<file path="config.mk">
export PLATFORM = sky130hd
export DESIGN_NAME = vtoh_v5_gen
export DESIGN_NICKNAME = d
export VERILOG_FILES = /design/src/rtl/vtoh_pkg.sv /design/src/rtl/vtoh_ctrl.sv /design/src/rtl/vtoh_bip.sv /design/src/rtl/vtoh_field.sv /design/src/rtl/vtoh_v5_gen.sv
export SDC_FILE = /design/constraint.sdc
export NUM_CORES = 1
export LEC_CHECK = 0
export ABC_AREA = 1
export BUFFER_PORTS_ARGS = -buffer_cell sky130_fd_sc_hd__buf_4
export CAP_MARGIN = 5
export CORE_ASPECT_RATIO = 1.2
export CORE_MARGIN = 3
export CORE_UTILIZATION = 46
export DETAILED_ROUTE_END_ITERATION = 6
export PLACE_DENSITY = 0.76
export SYNTH_ARGS = -nofsm -noshare
export SYNTH_HDL_FRONTEND = slang
export SYNTH_HIERARCHICAL = 1
export SYNTH_SLANG_ARGS = --single-unit
</file>
<file path="constraint.sdc">
create_clock -name clk -period 1.6 [get_ports clk]
set_clock_uncertainty 0.2 [all_clocks]
set_input_delay 0.16 -clock clk [delete_from_list [all_inputs] [get_ports clk]]
set_output_delay 0.16 -clock clk [all_outputs]
set_load 0.01 [all_outputs]
</file>
<file path="src/rtl/vtoh_pkg.sv">
package vtoh_pkg;
    localparam int BYTE_W  = 8;
    localparam int MAP_W   = 4;
    localparam int LABEL_W = 3;

    typedef enum logic [1:0] {ST_HUNT, ST_RUN, ST_LOOP, ST_AIS} vt_state_e;
    typedef enum logic [1:0] {SEL_PASS, SEL_ONES, SEL_V5} out_sel_e;
    typedef enum logic [1:0] {ACC_HOLD, ACC_CLR, ACC_LOAD, ACC_ADD} acc_op_e;

    typedef struct packed {
        logic [1:0]         bip;
        logic               rei;
        logic               rfi;
        logic [LABEL_W-1:0] label;
        logic               rdi;
    } v5_t;

    // parity pair: odd-numbered bits (7,5,3,1) and even-numbered bits (6,4,2,0)
    function automatic logic [1:0] bip_fold(input logic [BYTE_W-1:0] acc);
        logic p_hi;
        logic p_lo;
        p_hi = 1'b0;
        p_lo = 1'b0;
        for (int i = 0; i < BYTE_W; i += 2) begin
            p_hi ^= acc[i+1];
            p_lo ^= acc[i];
        end
        return {p_hi, p_lo};
    endfunction
endpackage

</file>
<file path="src/rtl/vtoh_ctrl.sv">
module vtoh_ctrl
    import vtoh_pkg::*;
(
    input  logic     clk,
    input  logic     rst,
    input  logic     valid_i,
    input  logic     v5_i,
    input  logic     ptr_i,
    input  logic     loop_i,
    input  logic     ais_i,
    output out_sel_e sel_o,
    output acc_op_e  acc_op_o
);
    vt_state_e state_q;
    vt_state_e state_n;

    always_ff @(posedge clk) begin
        if (rst) state_q <= ST_HUNT;
        else     state_q <= state_n;
    end

    always_comb begin
        state_n = state_q;
        if (loop_i) begin
            state_n = ST_LOOP;
        end else if (ais_i) begin
            state_n = ST_AIS;
        end else begin
            unique case (state_q)
                ST_RUN:                    state_n = ST_RUN;
                ST_HUNT, ST_LOOP, ST_AIS:  state_n = (valid_i && v5_i) ? ST_RUN : ST_HUNT;
            endcase
        end
    end

    always_comb begin
        sel_o    = SEL_PASS;
        acc_op_o = ACC_HOLD;
        if (loop_i) begin
            sel_o    = SEL_PASS;
            acc_op_o = ACC_CLR;
        end else if (ais_i) begin
            sel_o    = SEL_ONES;
            acc_op_o = ACC_CLR;
        end else begin
            unique case (state_q)
                ST_RUN: begin
                    if (valid_i && v5_i) begin
                        sel_o    = SEL_V5;
                        acc_op_o = ACC_LOAD;
                    end else if (valid_i && !ptr_i) begin
                        acc_op_o = ACC_ADD;
                    end
                end
                ST_HUNT, ST_LOOP, ST_AIS: begin
                    if (valid_i && v5_i) begin
                        sel_o    = SEL_V5;
                        acc_op_o = ACC_LOAD;
                    end else begin
                        acc_op_o = ACC_CLR;
                    end
                end
            endcase
        end
    end
endmodule

</file>
<file path="src/rtl/vtoh_bip.sv">
module vtoh_bip
    import vtoh_pkg::*;
#(
    parameter logic [1:0] MODE_CONT = 2'b01,
    parameter logic [1:0] MODE_ONCE = 2'b10
) (
    input  logic              clk,
    input  logic              rst,
    input  acc_op_e           acc_op_i,
    input  logic [BYTE_W-1:0] sent_i,
    input  logic              fire_i,
    input  logic [1:0]        err_mode_i,
    input  logic              err_strobe_i,
    output logic [1:0]        bip_o
);
    logic [BYTE_W-1:0] acc_q;
    logic              strobe_q;
    logic              pend_q;
    logic              inv;

    always_ff @(posedge clk) begin
        if (rst) begin
            acc_q <= '0;
        end else begin
            unique case (acc_op_i)
                ACC_HOLD: acc_q <= acc_q;
                ACC_CLR:  acc_q <= '0;
                ACC_LOAD: acc_q <= sent_i;
                ACC_ADD:  acc_q <= acc_q ^ sent_i;
            endcase
        end
    end

    always_ff @(posedge clk) begin
        if (rst) begin
            strobe_q <= 1'b0;
            pend_q   <= 1'b0;
        end else begin
            strobe_q <= err_strobe_i;
            if (err_mode_i != MODE_ONCE)         pend_q <= 1'b0;
            else if (err_strobe_i && !strobe_q)  pend_q <= 1'b1;
            else if (fire_i)                     pend_q <= 1'b0;
        end
    end

    assign inv   = (err_mode_i == MODE_CONT) || ((err_mode_i == MODE_ONCE) && pend_q);
    assign bip_o = bip_fold(acc_q) ^ {2{inv}};
endmodule

</file>
<file path="src/rtl/vtoh_field.sv">
module vtoh_field
    import vtoh_pkg::*;
#(
    parameter logic [MAP_W-1:0]   BYTE_SYNC_CODE = 4'd4,
    parameter logic [LABEL_W-1:0] HIGH_MAP_LABEL = 3'b001
) (
    input  logic [1:0]       bip_i,
    input  logic [MAP_W-1:0] map_type_i,
    input  logic             prot_i,
    input  logic             rei_en_i,
    input  logic             rfi_man_en_i,
    input  logic             rfi_man_val_i,
    input  logic [2:0]       rx_ovh_i,
    input  logic             rx_bip_err_i,
    input  logic             rx_rfi_fault_i,
    input  logic             rx_lop_i,
    input  logic             rx_aisv_i,
    input  logic             ds1_rai_i,
    output v5_t              v5_o
);
    logic byte_sync;
    logic auto_rfi;

    assign byte_sync = (map_type_i == BYTE_SYNC_CODE);
    assign auto_rfi  = rx_rfi_fault_i || (byte_sync && ds1_rai_i);

    always_comb begin
        v5_o.bip   = bip_i;
        v5_o.label = map_type_i[MAP_W-1] ? HIGH_MAP_LABEL : map_type_i[LABEL_W-1:0];
        v5_o.rei   = rei_en_i && (prot_i ? rx_ovh_i[2] : rx_bip_err_i);
        if (rfi_man_en_i) v5_o.rfi = rfi_man_val_i;
        else if (prot_i)  v5_o.rfi = rx_ovh_i[1];
        else              v5_o.rfi = auto_rfi;
        v5_o.rdi   = prot_i ? rx_ovh_i[0] : (rx_lop_i || rx_aisv_i);
    end
endmodule

</file>
<file path="src/rtl/vtoh_v5_gen.sv">
module vtoh_v5_gen
    import vtoh_pkg::*;
(
    input  logic        clk,
    input  logic        rst,
    input  logic [7:0]  trib_data_i,
    input  logic        trib_valid_i,
    input  logic        v5_mark_i,
    input  logic        ptr_mark_i,
    input  logic        loopback_i,
    input  logic        ais_force_i,
    input  logic        prot_mode_i,
    input  logic [3:0]  map_type_i,
    input  logic [1:0]  bip_err_mode_i,
    input  logic        err_strobe_i,
    input  logic        rei_en_i,
    input  logic        rfi_man_en_i,
    input  logic        rfi_man_val_i,
    input  logic [2:0]  rx_ovh_i,
    input  logic        rx_bip_err_i,
    input  logic        rx_rfi_fault_i,
    input  logic        rx_lop_i,
    input  logic        rx_aisv_i,
    input  logic        ds1_rai_i,
    output logic [7:0]  trib_data_o,
    output logic        trib_valid_o
);
    out_sel_e          sel;
    acc_op_e           acc_op;
    logic [1:0]        bip;
    v5_t               v5_word;
    logic [BYTE_W-1:0] sent;
    logic              fire;

    vtoh_ctrl u_ctrl (
        .clk      (clk),
        .rst      (rst),
        .valid_i  (trib_valid_i),
        .v5_i     (v5_mark_i),
        .ptr_i    (ptr_mark_i),
        .loop_i   (loopback_i),
        .ais_i    (ais_force_i),
        .sel_o    (sel),
        .acc_op_o (acc_op)
    );

    assign fire = (sel == SEL_V5);

    vtoh_bip u_bip (
        .clk          (clk),
        .rst          (rst),
        .acc_op_i     (acc_op),
        .sent_i       (sent),
        .fire_i       (fire),
        .err_mode_i   (bip_err_mode_i),
        .err_strobe_i (err_strobe_i),
        .bip_o        (bip)
    );

    vtoh_field u_field (
        .bip_i          (bip),
        .map_type_i     (map_type_i),
        .prot_i         (prot_mode_i),
        .rei_en_i       (rei_en_i),
        .rfi_man_en_i   (rfi_man_en_i),
        .rfi_man_val_i  (rfi_man_val_i),
        .rx_ovh_i       (rx_ovh_i),
        .rx_bip_err_i   (rx_bip_err_i),
        .rx_rfi_fault_i (rx_rfi_fault_i),
        .rx_lop_i       (rx_lop_i),
        .rx_aisv_i      (rx_aisv_i),
        .ds1_rai_i      (ds1_rai_i),
        .v5_o           (v5_word)
    );

    always_comb begin
        unique case (sel)
            SEL_PASS: sent = trib_data_i;
            SEL_ONES: sent = '1;
            SEL_V5:   sent = v5_word;
            default:  sent = trib_data_i;
        endcase
    end

    always_ff @(posedge clk) begin
        if (rst) begin
            trib_data_o  <= '0;
            trib_valid_o <= 1'b0;
        end else begin
            trib_data_o  <= sent;
            trib_valid_o <= trib_valid_i;
        end
    end
endmodule

</file>
==> run metrics <==
register area share after synthesis=30.5%; number of global-route vias before repair=1493; clk buf depth=2; first-pass GRT wire length=5.84 mm; Pint=0.000991 W; Clock Sink Count=21; clock transition at the registers of the reported paths=0.12 ns; post-DR wirelength/cell=10.1 um; detailed-route wire length=3.50 mm; Worst R2R Start=u_bip/acc_q[4]; peak fanout along the critical path=8; Sequential Power Share=42.6%; antenna-violating nets left=0; Final #Nets=349; CP Capture Type=register; root buf cell=clkbuf_4; top-count cell post-synth=nand2_1; Area contributors post-synth=dfxtp_1 (30%), nand2_1 (20%), inv_1 (11%); hold slack=0.0114 ns; r2r worst-path depth=13; P_leak=1.14 nW; switch share=32.3%; Slew HR=82.7%; Comb pwr share=39.9%; Inserted Clock Buffers=3; outcome=finished with violations; All-Layer GR Usage=19.3%; Starting Density=48.6%; DRC=0; die width=56 um; Layout area overhead=56.4%; period utilization=104%; Yosys top cell area share=30.5%; RSZ-0062 raised after global routing=true; global placer's final weighted congestion=0.818; worst hold path endpoint=trib_valid_o; worst slack, placed=-0.423 ns; Vert. Die Dim=66 um; min setup slack post-route=-0.0645 ns; Cells after Synth=234; Yosys cell types=24; failing checks=setup timing; Data required, critical path=1.59 ns; largest net degree at the start of global routing=16; syn avg cell area=5.90 um2; P_sw=0.000473 W; WP data arrival=1.66 ns; final hold vios=0; Hold Crit Class=in2reg; Buffers on Ports=42; post-DP HPWL=2.59 mm; CORE AREA=2840 um2; final cell count without fillers=346; R2R Setup Slk=-0.05 ns; initial antenna violation count=0; hold path depth=4; routed vias/inst=4.59; DR iter-0 viols=44; drt pass-1 iters=4; HP Start=trib_valid_i; count of final setup violators=5; dpl cells=329; row cnt=21; ys async rst share=0%; crit path time final=1.66 ns; Worst-Skew Late Latency=0.30 ns; Post-Syn Area=1380 um2; n_diodes=0; CTS tree=done; fin. max-slew vios=0; H-tree depth=1; Post-synth EDFFs=0; power per cell area=678 nW/um2; Main synth FF type=dfxtp_1; Slew @ Worst Pin=0.260 ns; fill count=220; Net Count, Synth=270; Max-Cap Viols=0; synthesis-stage register bit count=21; share of layout cells above drive strength 1=39.4%; Critical Path Source Type=input port; Reg2Reg Capture Point=u_bip/acc_q[6]; VDD IR max=0.443 mV; grt total ovfl=0; CP Class=in2reg; Clk network pwr share=17.5%; Vias=1588; num ports=43; post-synth top area cell=dfxtp_1; YS warnings=6; Fmax achieved=601 MHz; Die ar.=3700 um2; Synth top cells by count=nand2_1 (72), inv_1 (42), nor2_1 (35)
-- flip-flops by register name, indices dropped and copies added, names as in the netlist --
name,flops
trib_data_o,8
u_bip/acc_q,8
u_ctrl/state_q,2
trib_valid_o,1
u_bip/pend_q,1
u_bip/strobe_q,1
-- logic make-up (layout without fill, tap and decap cells) --
group | count (synthesis) | in the layout | synth area share [%]
AND/OR/NAND/NOR | 129 | 129 | 39.8
XOR/XNOR | 2 | 2 | 1.27
adder cells (fa/ha/maj) | 2 | 2 | 1.81
flip-flops | 21 | 21 | 30.5
buffers and inverters | 51 | 129 | 15.9
AO/OA/AOI/OAI | 29 | 29 | 10.8
-- worst max-delay path by stage --
stage                              start             end  slack (ns)  cells after the start
after floorplan                v5_mark_i  u_bip/acc_q[2]       -0.17                     11
after global placement         v5_mark_i  u_bip/acc_q[2]       -0.36                     11
after detailed placement     ais_force_i  u_bip/acc_q[2]       -0.42                     12
after CTS                 u_bip/acc_q[3]  u_bip/acc_q[7]       -0.06                     14
after global routing      u_bip/acc_q[7]  u_bip/acc_q[7]       -0.23                     14
final                          v5_mark_i  u_bip/acc_q[4]       -0.06                     13
-- cell type report --
class	count	area [um2]	area share [%]
multi-input cells	162	852	39.5
repair buffers	81	632	29.3
flip-flops and latches	21	438	20.3
inverters	44	168	7.77
well taps	34	42.5	1.97
clock buffers	4	26.3	1.22
-- worst max-delay path: stages --
cell,delay (ns)
buf_4,0.11
nand2_8,0.05
nor3_4,0.26
inv_2,0.07
ha_4,0.18
nor2_8,0.15
buf_4,0.13
nand2_2,0.04
nand2_2,0.06
inv_1,0.05
or2_4,0.23
o21ai_2,0.06
a21oi_1,0.08
-- metal layers --
metal  up-vias  part of all wire [%]  GRT usage, %
li1        855                     -             -
met1       699                    42          21.8
met2        30                    53          37.6
met3         4                   3.2          1.76
met4         0                   1.5          6.23
met5         -                     0             0
-- timing repair --
item                                   in CTS  in global routing
cloned                                      0                  0
gates resized for setup                    19                 22
hold buffers                                8                  0
pin swaps                                  11                 11
buffers inserted                            3                  2
endpoints found under the hold margin      13                  0
setup endpoints to repair                   8                 10
-- cell usage in the layout, fill, tap and decap left out, drive strengths merged --
| master | count |
|---|---|
| a21oi | 8 |
| buf | 73 |
| clkbuf | 4 |
| dfxtp | 21 |
| dlygate4sd3 | 8 |
| ha | 2 |
| inv | 44 |
| nand2 | 74 |
| nand3 | 6 |
| nand4 | 1 |
| nor2 | 38 |
| nor3 | 1 |
| o21a | 1 |
| o21ai | 19 |
| o22ai | 1 |
| or2 | 9 |
| xnor2 | 2 |
-- stage by stage --
step / setup TNS (ns) / area, um2 / util, % / power (W)
detailed placement: -3.54 / 1920 / 67.5 / 0.00113
finish: -0.215 / 2160 / 76.1 / 0.00146
floorplan: -1.28 / 1420 / - / 0.000921
global route: -1.04 / 2160 / 76.1 / 0.00157
CTS: -0.112 / 2090 / 73.6 / 0.00144
global placement: -3.07 / 1920 / 67.5 / 0.00112
-- power groups by stage --
stage / registers [W] / logic [W] / clock network [W]
global route: 0.000632 / 0.000653 / 0.000286
floorplan: 0.000631 / 0.000290 / 0
detailed placement: 0.000624 / 0.000510 / 0
global placement: 0.000622 / 0.000498 / 0
finish: 0.000624 / 0.000583 / 0.000256
CTS: 0.000623 / 0.000553 / 0.000262
(Power assumes the default switching activity.)
